===== src/rtl/adc_serial_pkg.sv =====
package adc_serial_pkg;
  typedef enum logic [1:0] {
    FR_ARM  = 2'd0,
    FR_IDLE = 2'd1,
    FR_HUNT = 2'd2,
    FR_XFER = 2'd3
  } frame_st_e;

  localparam int PIN_CLK  = 0;
  localparam int PIN_SEL  = 1;
  localparam int PIN_DATA = 2;
  localparam int NUM_PINS = 3;
  localparam int NULL_IDX = 3;
endpackage


===== src/rtl/adc_pin_sync.sv =====
module adc_pin_sync #(
  parameter int N_PINS = 3,
  parameter int STAGES = 2
) (
  input  logic              clk,
  input  logic              rst_n,
  input  logic [N_PINS-1:0] pin_i,
  output logic [N_PINS-1:0] lvl_o
);
  for (genvar g = 0; g < N_PINS; g++) begin : g_pin
    logic [STAGES-1:0] chain_q;
    always_ff @(posedge clk or negedge rst_n) begin
      if (!rst_n) chain_q <= '0;
      else        chain_q <= {chain_q[STAGES-2:0], pin_i[g]};
    end
    assign lvl_o[g] = chain_q[STAGES-1];
  end
endmodule


===== src/rtl/adc_frame_ctl.sv =====
module adc_frame_ctl
  import adc_serial_pkg::*;
#(
  parameter int CNT_W = 5
) (
  input  logic             clk,
  input  logic             rst_n,
  input  logic             clk_lvl,
  input  logic             sel_lvl,
  input  logic             data_lvl,
  output logic             in_xfer,
  output logic             xfer_st,
  output logic             step,
  output logic [CNT_W-1:0] step_idx,
  output logic             lsb_rep,
  output logic [1:0]       chan_cfg,
  output logic             cfg_valid,
  output logic             sample_win
);
  frame_st_e        st_q, st_n;
  logic             prev_q;
  logic [1:0]       rcnt_q, rcnt_n;
  logic [CNT_W-1:0] fcnt_q, fcnt_n;
  logic             mode_q, mode_n, selb_q, selb_n, ord_q, ord_n;
  logic             vld_q, vld_n, win_q, win_n;
  logic             rise, fall;

  assign rise = clk_lvl & ~prev_q;
  assign fall = ~clk_lvl & prev_q;

  always_comb begin
    st_n   = st_q;
    rcnt_n = rcnt_q;
    fcnt_n = fcnt_q;
    mode_n = mode_q;
    selb_n = selb_q;
    ord_n  = ord_q;
    vld_n  = vld_q;
    win_n  = win_q;
    case (st_q)
      FR_ARM:  if (sel_lvl) st_n = FR_IDLE;
      FR_IDLE: if (!sel_lvl) st_n = FR_HUNT;
      FR_HUNT: begin
        if (sel_lvl) st_n = FR_IDLE;
        else if (rise && data_lvl) begin
          st_n   = FR_XFER;
          rcnt_n = '0;
          fcnt_n = '0;
          vld_n  = 1'b0;
          win_n  = 1'b0;
        end
      end
      default: begin
        if (sel_lvl) begin
          st_n  = FR_IDLE;
          vld_n = 1'b0;
          win_n = 1'b0;
        end else begin
          if (rise) begin
            case (rcnt_q)
              2'd0: mode_n = data_lvl;
              2'd1: begin
                selb_n = data_lvl;
                vld_n  = 1'b1;
                win_n  = 1'b1;
              end
              2'd2: ord_n = data_lvl;
              default: ;
            endcase
            if (rcnt_q != 2'd3) rcnt_n = rcnt_q + 2'd1;
          end
          if (fall) begin
            if (fcnt_q == CNT_W'(NULL_IDX)) win_n = 1'b0;
            if (fcnt_q != '1) fcnt_n = fcnt_q + 1'b1;
          end
        end
      end
    endcase
  end

  always_ff @(posedge clk or negedge rst_n) begin
    if (!rst_n) begin
      st_q   <= FR_ARM;
      prev_q <= 1'b0;
      rcnt_q <= '0;
      fcnt_q <= '0;
      mode_q <= 1'b0;
      selb_q <= 1'b0;
      ord_q  <= 1'b0;
      vld_q  <= 1'b0;
      win_q  <= 1'b0;
    end else begin
      st_q   <= st_n;
      prev_q <= clk_lvl;
      rcnt_q <= rcnt_n;
      fcnt_q <= fcnt_n;
      mode_q <= mode_n;
      selb_q <= selb_n;
      ord_q  <= ord_n;
      vld_q  <= vld_n;
      win_q  <= win_n;
    end
  end

  assign xfer_st    = (st_q == FR_XFER);
  assign in_xfer    = xfer_st & ~sel_lvl;
  assign step       = in_xfer & fall;
  assign step_idx   = fcnt_q;
  assign lsb_rep    = ~ord_q;
  assign chan_cfg   = {mode_q, selb_q};
  assign cfg_valid  = vld_q;
  assign sample_win = win_q;
endmodule


===== src/rtl/adc_out_shift.sv =====
module adc_out_shift
  import adc_serial_pkg::*;
#(
  parameter int DATA_W = 10,
  parameter int CNT_W  = 5
) (
  input  logic              clk,
  input  logic              rst_n,
  input  logic              in_xfer,
  input  logic              step,
  input  logic [CNT_W-1:0]  step_idx,
  input  logic              lsb_rep,
  input  logic [DATA_W-1:0] conv_data,
  output logic              out_bit,
  output logic              out_en
);
  logic [DATA_W-1:0] word_q, word_n;
  logic              bit_q, bit_n, en_q, en_n, word_en;

  always_comb begin
    bit_n   = bit_q;
    en_n    = en_q;
    word_n  = word_q;
    word_en = 1'b0;
    if (!in_xfer) begin
      bit_n = 1'b0;
      en_n  = 1'b0;
    end else if (step) begin
      bit_n = 1'b0;
      if (step_idx == CNT_W'(NULL_IDX)) begin
        en_n    = 1'b1;
        word_n  = conv_data;
        word_en = 1'b1;
      end
      for (int b = 0; b < DATA_W; b++) begin
        if (step_idx == CNT_W'(NULL_IDX + DATA_W - b)) bit_n = word_q[b];
      end
      for (int b = 1; b < DATA_W; b++) begin
        if (lsb_rep && step_idx == CNT_W'(NULL_IDX + DATA_W + b)) bit_n = word_q[b];
      end
    end
  end

  always_ff @(posedge clk or negedge rst_n) begin
    if (!rst_n) begin
      word_q <= '0;
      bit_q  <= 1'b0;
      en_q   <= 1'b0;
    end else begin
      if (word_en) word_q <= word_n;
      bit_q <= bit_n;
      en_q  <= en_n;
    end
  end

  assign out_bit = bit_q;
  assign out_en  = en_q;
endmodule


===== src/rtl/adc_serial_engine.sv =====
module adc_serial_engine
  import adc_serial_pkg::*;
#(
  parameter int DATA_W      = 10,
  parameter int SYNC_STAGES = 2
) (
  input  logic              clk,
  input  logic              rst_n,
  input  logic              ser_clk_i,
  input  logic              ser_sel_n_i,
  input  logic              ser_in_i,
  input  logic [DATA_W-1:0] conv_data_i,
  output logic              ser_out_o,
  output logic              ser_out_en_o,
  output logic [1:0]        chan_cfg_o,
  output logic              cfg_valid_o,
  output logic              sample_win_o
);
  localparam int CNT_W = $clog2(2 * DATA_W + NULL_IDX + 2);

  logic [1:0]          rst_pipe_q;
  logic                arst_sync_n;
  logic [NUM_PINS-1:0] pins, lvl;
  logic                in_xfer, xfer_st, step, lsb_rep;
  logic [CNT_W-1:0]    step_idx;

  always_ff @(posedge clk or negedge rst_n) begin
    if (!rst_n) rst_pipe_q <= '0;
    else        rst_pipe_q <= {rst_pipe_q[0], 1'b1};
  end
  assign arst_sync_n = rst_pipe_q[1];

  always_comb begin
    pins           = '0;
    pins[PIN_CLK]  = ser_clk_i;
    pins[PIN_SEL]  = ser_sel_n_i;
    pins[PIN_DATA] = ser_in_i;
  end

  adc_pin_sync #(.N_PINS(NUM_PINS), .STAGES(SYNC_STAGES)) u_sync (
    .clk(clk), .rst_n(arst_sync_n), .pin_i(pins), .lvl_o(lvl)
  );

  adc_frame_ctl #(.CNT_W(CNT_W)) u_ctl (
    .clk(clk), .rst_n(arst_sync_n),
    .clk_lvl(lvl[PIN_CLK]), .sel_lvl(lvl[PIN_SEL]), .data_lvl(lvl[PIN_DATA]),
    .in_xfer(in_xfer), .xfer_st(xfer_st), .step(step), .step_idx(step_idx),
    .lsb_rep(lsb_rep), .chan_cfg(chan_cfg_o), .cfg_valid(cfg_valid_o),
    .sample_win(sample_win_o)
  );

  adc_out_shift #(.DATA_W(DATA_W), .CNT_W(CNT_W)) u_out (
    .clk(clk), .rst_n(arst_sync_n), .in_xfer(in_xfer), .step(step),
    .step_idx(step_idx), .lsb_rep(lsb_rep), .conv_data(conv_data_i),
    .out_bit(ser_out_o), .out_en(ser_out_en_o)
  );
endmodule


===== config.mk =====
export PLATFORM = sky130hd
export DESIGN_NAME = adc_serial_engine
export DESIGN_NICKNAME = d
export VERILOG_FILES = /design/src/rtl/adc_serial_pkg.sv /design/src/rtl/adc_pin_sync.sv /design/src/rtl/adc_frame_ctl.sv /design/src/rtl/adc_out_shift.sv /design/src/rtl/adc_serial_engine.sv
export SDC_FILE = /design/constraint.sdc
export NUM_CORES = 1
export LEC_CHECK = 0
export BUFFER_PORTS_ARGS = -buffer_cell sky130_fd_sc_hd__buf_2
export CAP_MARGIN = 30
export CORE_MARGIN = 1
export CORE_UTILIZATION = 62
export DETAILED_ROUTE_END_ITERATION = 12
export PLACE_DENSITY = 0.84
export SLEW_MARGIN = 10
export SYNTH_ARGS = -nofsm -noshare
export SYNTH_HDL_FRONTEND = slang
export SYNTH_SLANG_ARGS = --single-unit

===== constraint.sdc =====
create_clock -name clk -period 2.8 [get_ports clk]
set_clock_uncertainty 0.2 [all_clocks]
set_input_delay 0.28 -clock clk [delete_from_list [all_inputs] [get_ports clk]]
set_output_delay 0.28 -clock clk [all_outputs]
set_load 0.01 [all_outputs]

Yosys cells after proc, flatten, opt, wreduce, memory -nomap -nowiden

Index checks and enable logic that the tools add are counted.

Output and inout port bits: 6
Bits of input ports: 15
Register bits: 35

Mux-type cells: 56
Reduce and logical (&&, ||, !) cells: 31
Equality and inequality tests: 33
Bitwise gates (word level): 10
$add $sub $neg: 2

Operators with widths:

| cell                                                                   | number |
|---|---|
| 5-bit by 4-bit equality test with 1-bit output (second input constant) | 8 |
| 1-bit 2-to-1 mux                                                       | 37 |
| 5-bit equality test (second input constant)                            | 7 |
| 5-bit 2-to-1 mux                                                       | 5 |
| 5-bit by 3-bit equality test with 1-bit output (second input constant) | 4 |
| 2-bit 2-to-1 mux                                                       | 9 |
| 4-bit AND reduction                                                    | 4 |
| 5-bit AND reduction                                                    | 3 |
| 1-bit logical AND                                                      | 10 |
| 2-bit inequality test (second input constant)                          | 5 |
| 5-bit case mux with 2 select lines                                     | 1 |
| 3-bit nonzero test                                                     | 3 |
| 2-bit case mux with 2 select lines                                     | 2 |
| 2-bit nonzero test                                                     | 4 |
| 2-bit equality test (second input constant)                            | 3 |
| 1-bit inverter                                                         | 6 |
| 3-bit AND reduction                                                    | 2 |
| 5-bit by 1-bit adder with 5-bit output (second input constant)         | 1 |
| 5-bit by 2-bit equality test with 1-bit output (second input constant) | 1 |
| 5-bit inequality test (second input constant)                          | 1 |
| 1-bit bitwise AND                                                      | 4 |
| 2-bit by 1-bit equality test with 1-bit output (second input constant) | 2 |
| 2-bit logical NOT                                                      | 2 |
| 1-bit case mux with 2 select lines                                     | 2 |
| other kinds (6)                                                        | 6 |

Depth between registers and ports, before layout

Gate-level depths: netlist (run 1).

Depth in word-level cells: 22
Mapped depth: 9
Depth with buffers taken out: 8

By module

From an unflattened synthesis (run 1), not the netlist that was laid out.

Cells, all modules: 194
Area total of the unflattened synthesis: 2107.0 um^2

By module, submodules not included:

| module            | instances | sequential area each (um^2) | cells an instance | area each (um^2) |
|---|---|---|---|---|
| adc_frame_ctl     | 1         | 375.4                       | 98                | 1023.5 |
| adc_out_shift     | 1         | 300.3                       | 84                | 857.1 |
| adc_pin_sync      | 1         | 150.1                       | 9                 | 172.7 |
| adc_serial_engine | 1         | 50.0                        | 3                 | 53.8 |

Worst setup path after synthesis (run 1)

OpenSTA, ideal clock, no wires.

Kind: flip-flop to flip-flop
Start: register u_ctl.fcnt_q[2], in the netlist u_ctl.step_idx[2]
End: register u_ctl.fcnt_q[3], in the netlist u_ctl.step_idx[3]
Arrival: 1.895 ns
Clock period less this slack: 2.178 ns
Slack: 0.622 ns
Library setup time: 0.083 ns
Stages on the path, launching flop included: 10
Required time: 2.517 ns
Cells stage by stage: dfrtp_1 buf_4 clkbuf_1 and3_1 ha_1 nor3b_1 nand4_1 nor3_1 a21oi_1 o21ai_0

Word-level cells in the longest chain between the ends: 5
Elaborated cells on any way between the ends: 8
Those cells by class: add/sub (1); eq/ne (1); mux (4); reduce/logical (2)

Ends and longest elaborated chain:

| item                                   | RTL line            | source |
|---|---|---|
| start, declared                        | adc_frame_ctl.sv:23 | `logic [CNT_W-1:0] fcnt_q, fcnt_n;` |
| start signal, assigned                 | adc_frame_ctl.sv:96 | `fcnt_q <= fcnt_n;` |
| 5-bit by 1-bit adder with 5-bit output | adc_frame_ctl.sv:74 | `if (fcnt_q != '1) fcnt_n = fcnt_q + 1'b1;` |
| 5-bit 2-to-1 mux                       | adc_frame_ctl.sv:74 |  |
| 5-bit 2-to-1 mux                       | adc_frame_ctl.sv:72 | `if (fall) begin` |
| 5-bit 2-to-1 mux                       | adc_frame_ctl.sv:54 | `if (sel_lvl) begin` |
| 5-bit case mux with 2 select lines     | adc_frame_ctl.sv:40 | `case (st_q)` |

Several ways; a longest one is shown, not always the timed one. The select of a mux whose other input is x is not followed.
A chain may end at the register's enable or synchronous reset.

Worst setup path after layout (run 1)

Start: register u_ctl.fcnt_q[0], in the netlist u_ctl.step_idx[0]
End: register u_out.bit_q, in the netlist u_out.out_bit

Word-level cells in the longest chain between the ends: 22
Elaborated cells on any way between the ends: 49
Those cells by class: eq/ne (19); mux (21); reduce/logical (9)

Ends and longest elaborated chain:

| item                                           | RTL line            | source |
|---|---|---|
| 5-bit by 4-bit equality test with 1-bit output | adc_out_shift.sv:36 | `if (step_idx == CNT_W'(NULL_IDX + DATA_W - b)) bit_n = word_q[b];` |
| 1-bit 2-to-1 mux (10 in a row)                 | adc_out_shift.sv:36 |  |
| 1-bit 2-to-1 mux (8 in a row)                  | adc_out_shift.sv:39 | `if (lsb_rep && step_idx == CNT_W'(NULL_IDX + DATA_W + b)) bit_n = word_q[b];` |
| 1-bit 2-to-1 mux *                             | adc_out_shift.sv:39 |  |
| 1-bit 2-to-1 mux *                             | adc_out_shift.sv:28 | `end else if (step) begin` |
| 1-bit 2-to-1 mux *                             | adc_out_shift.sv:25 | `if (!in_xfer) begin` |
| end signal, assigned                           | adc_out_shift.sv:51 | `bit_q <= bit_n;` |
| end, declared                                  | adc_out_shift.sv:18 | `logic bit_q, bit_n, en_q, en_n, word_en;` |

Mark *: on every way between the ends. The rest lies on a longest branch, timed or not. The select of a mux whose other input is x is not followed.

==> flow_summary.toml, run 1 <==
[run_status]
status = "complete, but fails checks"
failed_checks = "design-rule violations"

[placed_design]
place_congestion = 0.9387
hpwl_mm = 2.904
io_buffers = 20
place_ws_ps = 322.6

[global_routing]
grt_pass1_wl_mm = 7.210
grt_pass1_vias = 1599
antenna_found_initial = 0
grt_start_max_net_pins = 34
grt_overflow_total = 0
track_usage = 0.2959

[cells_and_area]
antenna_cells = 0
final_common_cell = "dfrtp_1"
nets = 250
register_area_um2 = 875.8
multiInputGateArea_um2 = 960.9
fillCellCount = 181
mostFrequentLayoutCells = "dfrtp_1, buf_2, nand2_1"
area_delta_synth_final_pct = 18.15
drive_gt1_frac = 0.2207

[route]
drc = 1
ant_nets = 0
dr_wl_met2_mm = 2.228
drt_wl_total_mm = 4.287
wl_met3_um = 195
topRoutingLayerUsed = "met4"
drtIter0Drc = 84
dr_total_vias = 1570
firstDrtPassIters = 8
wirelength_met1_mm = 1.721
avgViaCountPerCell = 6.206
wire_per_inst_um = 16.94

[setup_path]
slowest_delay_ps = 450
cp_max_fo = 7
r2r-end = "u_out.out_bit"
cp-start-kind = "flip-flop"
crit-reg2reg-launch = "u_ctl.step_idx[0]"
r2r_setup_slack_ps = 440
critPathBufInv = 0
crit_arrival_ps = 2440
crit_top_cell = "ha_1"
path_class = "reg -> reg"
slowest_stage = "dfrtp_1"
required_ps = 2880
cp_top_family = "simple AND/OR/NAND/NOR gates"
critPathCaptureType = "flip-flop"
reg2regPathDepth = 8
crit_chain = "ha_1, and3_1, ha_1, and4bb_2, a32oi_1, nor3_1, a221oi_2, o21ai_1"

[power_and_ir_drop]
clkPwrFrac = 0.233
p_switching_uw = 613.7
power_density_nw_per_um2 = 722.5
p_sw_frac = 0.3751
p_int_uw = 1023
share_seq_of_total_power = 0.400
combPwrFrac = 0.367
leakage_uw = 0.001053
ir_drop_mv = 0.4824

[sta]
drv_slew = 0
setup-tns-final_ps = 0
rsz0062_at_grt = "false"
hold_viol_final = 0
setup_ws_ps = 437.5
fmax_mhz = 423.3
min_period_ps = 2363
setup-violations-final = 0
period_share = 0.8438

[yosys]
synth_top_area_share = 0.4569
synth_top_family_by_area = "compound AO/OA/AOI/OAI gates"
synth_compound_area_frac = 0.1671
syn_nets = 214
ys.flop_type = "dfrtp_1"
synth_top_cell_by_area = "dfrtp_1"
synth_xor_xnor_area_share = 0
synth_area_leaders = "dfrtp_1, ha_1, mux2_2, nand2_1, a21oi_1"
synth_mux_area_frac = 0.08159
syn-instance-count = 185
yosysUniqueCellTypes = 48
ys_ff_latch = 35
async_flop_share = 1.000
synth_edf_count = 0
synth-simple-area-share = 0.1567
netlist_area_um2 = 1917
yosys_warnings = 0
synthAdderAreaFrac = 0.09138
syn_area_per_cell_um2 = 10.36
ys_seq_area_frac = 0.4569

[floorplan]
dieWidth_um = 57.60
die_y_um = 57.60
start_util = 0.6719
die-area_um2 = 3318
num_rows = 19
io_pins = 21
coreArea_um2 = 2853

[clock_tree]
clock_latency_ps = 350
cts_tree = "built"
cts_buffer_depth = 2
clock-sinks = 35
postCtsSetupRepairBufs = 0
htree_levels = 2
root_buffer = "clkbuf_4"
cts_buffers = 5
clkSlewWorstSetupHoldPaths_ps = 120

[flow_run]
maxCapViolCount = 0

[min_path]
hold_class = "in -> async"
Yosys cell counts, types with 3 or more instances:
master	n
o21ai_0	10
mux2_2	13
buf_4	3
ha_1	14
inv_1	11
nand2b_1	4
nor2b_1	4
nand2_1	15
nand3_1	3
nor3_1	6
clkbuf_1	3
dfrtp_1	35
a21oi_1	10
nor3b_1	3
nor2_1	9
a211oi_1	4
layer usage:
layer	vias to the layer above	GRT usage
li1	737	-
met1	767	0.3383
met2	50	0.5066
met3	16	0.08390
met4	0	0.1463
met5	-	0
worst max path at each step:
stage,endpoint,cells past startpoint,slack (ps),startpoint
CTS,u_ctl.step_idx[3],8,290,u_ctl.step_idx[0]
finish,u_out.out_bit,8,440,u_ctl.step_idx[0]
global placement,u_ctl.step_idx[3],8,480,u_ctl.step_idx[0]
detailed placement,u_ctl.step_idx[3],8,320,u_ctl.step_idx[0]
floorplan,u_ctl.step_idx[3],9,620,u_ctl.step_idx[2]
global route,u_ctl.step_idx[3],8,240,u_ctl.step_idx[0]
final cells by class:
class | count | share of cell area
clock buffers | 5 | 0.01657
clock inverters | 3 | 0.02099
inverters | 11 | 0.01823
multi-input cells | 131 | 0.4243
flip-flops and latches | 35 | 0.3867
well taps | 31 | 0.01713
repair buffers | 37 | 0.1160
flip-flops by register name, indices dropped and copies added (netlist names):
name	count
rst_pipe_q	2
u_ctl.step_idx	5
u_ctl.selb_q	1
u_ctl.cfg_valid	1
u_out.word_q	10
u_ctl.rcnt_q	2
u_ctl.st_q	2
u_ctl.sample_win	1
u_out.out_en	1
u_ctl.ord_q	1
u_out.out_bit	1
u_sync.g_pin.chain_q	6
u_ctl.prev_q	1
u_ctl.mode_q	1
repair_timing:
item,4_1_cts,5_1_grt
endpoints found under the setup margin,0,1
endpoints found under the hold margin,15,0
resized for setup,0,1
hold buffers,14,0
power by group through the flow:
stage | combinational (uW) | sequential (uW) | clock [uW]
after floorplan | 445 | 642 | 0
final | 601 | 655 | 381
after CTS | 586 | 653 | 388
after global routing | 663 | 664 | 410
after detailed placement | 568 | 664 | 0
after global placement | 535 | 656 | 0
logic make-up (layout without fill, tap and decap cells):
family                   count (synthesis)  after routing
AND/OR/NAND/NOR                         56             56
AO/OA/AOI/OAI                           46             46
flip-flops                              35             35
buffers and inverters                   19             56
adder cells (fa/ha/maj)                 14             14
multiplexers                            14             14
other                                    1              1
per-stage QoR:
step | utilization | total power, uW | hold slack [ps] | cell area (um^2) | cells
floorplan | - | 1086 | -215.6 | 1917 | 185
global placement | 0.7132 | 1191 | -135.6 | 2034 | 231
detailed placement | 0.7132 | 1231 | -132.8 | 2034 | 231
CTS | 0.7921 | 1628 | 4.557 | 2260 | 253
global route | 0.7939 | 1737 | 30.57 | 2265 | 253
finish | 0.7939 | 1636 | 29.30 | 2265 | 253
(Power assumes the default switching activity.)
==> inputs of run 2 (changes only) <==
CORE_UTILIZATION = 58   (was 62)
PLACE_DENSITY = 0.79   (was 0.84)
clock period = 2.4 ns   (was 2.8 ns; I/O delays follow)
==> run 2 against run 1 <==
The flow now finishes without violations. Via count shrank 2.0%. Sequential power grew 17%. Global-route usage shrank 2.2 points. First-iteration DRC count shrank 6.0%. Largest power group unchanged.
==> flow_summary.toml, run 2 (synthesis gave the netlist of run 1 again) <==
[route]
dr_total_vias = 1539
wire_per_inst_um = 15.30
avgViaCountPerCell = 5.721
drt_wl_total_mm = 4.116
drtIter0Drc = 79
firstDrtPassIters = 4
drc = 0
ant_nets = 0

[cells_and_area]
mostFrequentLayoutCells = "dfrtp_1, buf_2, nand2_1, dlygate4sd3_1"
post-route-util = 0.7347
top_register = "u_out.word_q"
final_common_cell = "dfrtp_1"
multiInputGateArea_um2 = 958.4
nets = 253
stdcell_count = 269
largest_register_ffs = 10
area_delta_synth_final_pct = 18.93
register_area_um2 = 875.8
antenna_cells = 0
drive_gt1_frac = 0.2267
fillCellCount = 231

[flow_run]
maxCapViolCount = 0

[placed_design]
place_congestion = 0.9386
placedCellCount = 246
hpwl_mm = 3.006
io_buffers = 20

[power_and_ir_drop]
ir_drop_mv = 0.4942
leakage_uw = 0.001044
power_density_nw_per_um2 = 793.0

[floorplan]
io_pins = 21
start_util = 0.6177
dieWidth_um = 59.49
die-area_um2 = 3539
die_y_um = 59.49
coreArea_um2 = 3103
num_rows = 20

[clock_tree]
clock-sinks = 35
postCtsSetupRepairBufs = 0
htree_levels = 2
clock_latency_ps = 360
cts_buffer_depth = 2
cts_buffers = 5
root_buffer = "clkbuf_4"
clkSlewWorstSetupHoldPaths_ps = 120
cts_tree = "built"

[global_routing]
grt_pass1_vias = 1526
grt_start_max_net_pins = 22
antenna_found_initial = 0
track_usage = 0.2735
grt_pass1_wl_mm = 6.941
grt_overflow_total = 0

[sta]
maxSlewHeadroom = 0.6466
min_period_ps = 2193
worstMarginPinSlew_ps = 530.2
rsz0062_at_grt = "false"
hold_viol_final = 0
drv_slew = 0
setup-tns-final_ps = 0
fmax_mhz = 456.0
setup-violations-final = 0
period_share = 0.9138

[setup_path]
critPathCaptureType = "flip-flop"
path_class = "reg -> reg"
required_ps = 2470
crit_arrival_ps = 2270
cp_max_fo = 7
cp-start-kind = "flip-flop"

[min_path]
hold_class = "reg -> async"

[run_status]
status = "finished, final reports clean"
-- run 2: routing by layer --
metal  track usage  up-vias  part of all wire
met3       0.07860       11             0.051
li1              -      741                 -
met1        0.3319      740              0.42
met4       0.08638        0             0.021
met2        0.4687       47              0.51
met5             0        -                 0
-- run 2: final timing paths --
check / from / to / slack, ps / cells after the start
hold reg to reg: rst_pipe_q[1] / u_out.word_q[2] / 20 / 0
setup / recovery: u_ctl.step_idx[0] / u_ctl.step_idx[3] / 210 / 9
max in group asynchronous: rst_pipe_q[1] / u_out.out_en / 1310 / 1
setup reg to reg: u_ctl.step_idx[0] / u_ctl.step_idx[3] / 210 / 9
min in group clk: u_sync.g_pin[2].chain_q[0] / u_sync.g_pin[2].chain_q[1] / 170 / 0
hold / removal: rst_pipe_q[1] / u_out.word_q[2] / 20 / 0
-- run 2: timing repair --
| action | CTS | global route |
|---|---|---|
| resized for setup | 0 | 1 |
| hold buffers | 15 | 0 |
| endpoints found under the hold margin | 15 | 0 |
| endpoints found under the setup margin | 0 | 2 |
-- run 2: through the flow --
| stage | total power, uW | hold WS, ps | worst slack (ps) | instance area (um^2) |
|---|---|---|---|---|
| 2_1_floorplan | 1267 | -255.6 | 222.0 | 1917 |
| 3_3_place_gp | 1396 | -174.9 | 257.1 | 2066 |
| 3_5_place_dp | 1451 | -166.3 | 172.2 | 2066 |
| 4_1_cts | 1799 | 50.26 | 157.1 | 2277 |
| 5_1_grt | 1938 | 77.87 | 15.17 | 2280 |
| 6_report | 1808 | 17.51 | 206.8 | 2280 |
-- run 2: critical path: stages (launching register included) --
cell and delay (ps):
dfrtp_1 450, ha_2 250, and3_1 220, ha_1 180, nor3b_1 180, buf_4 160, nand4_1 110, nor3_1 150
a21oi_1 50, o21ai_0 140
-- run 2: power by group --
part / internal (uW) / switching [uW] / total [uW]
Combinational: 310 / 399 / 709
Sequential: 667 / 98.9 / 766
Clock: 117 / 216 / 333
Total: 1090 / 714 / 1810
-- run 2: final cells by class --
class                      count  area share
clock buffer                   5     0.01647
clock inverter                 3     0.01043
inverter                      11     0.01811
multi-input combinational    131      0.4204
sequential                    35      0.3842
tap                           44     0.02415
timing repair buffer          40      0.1262
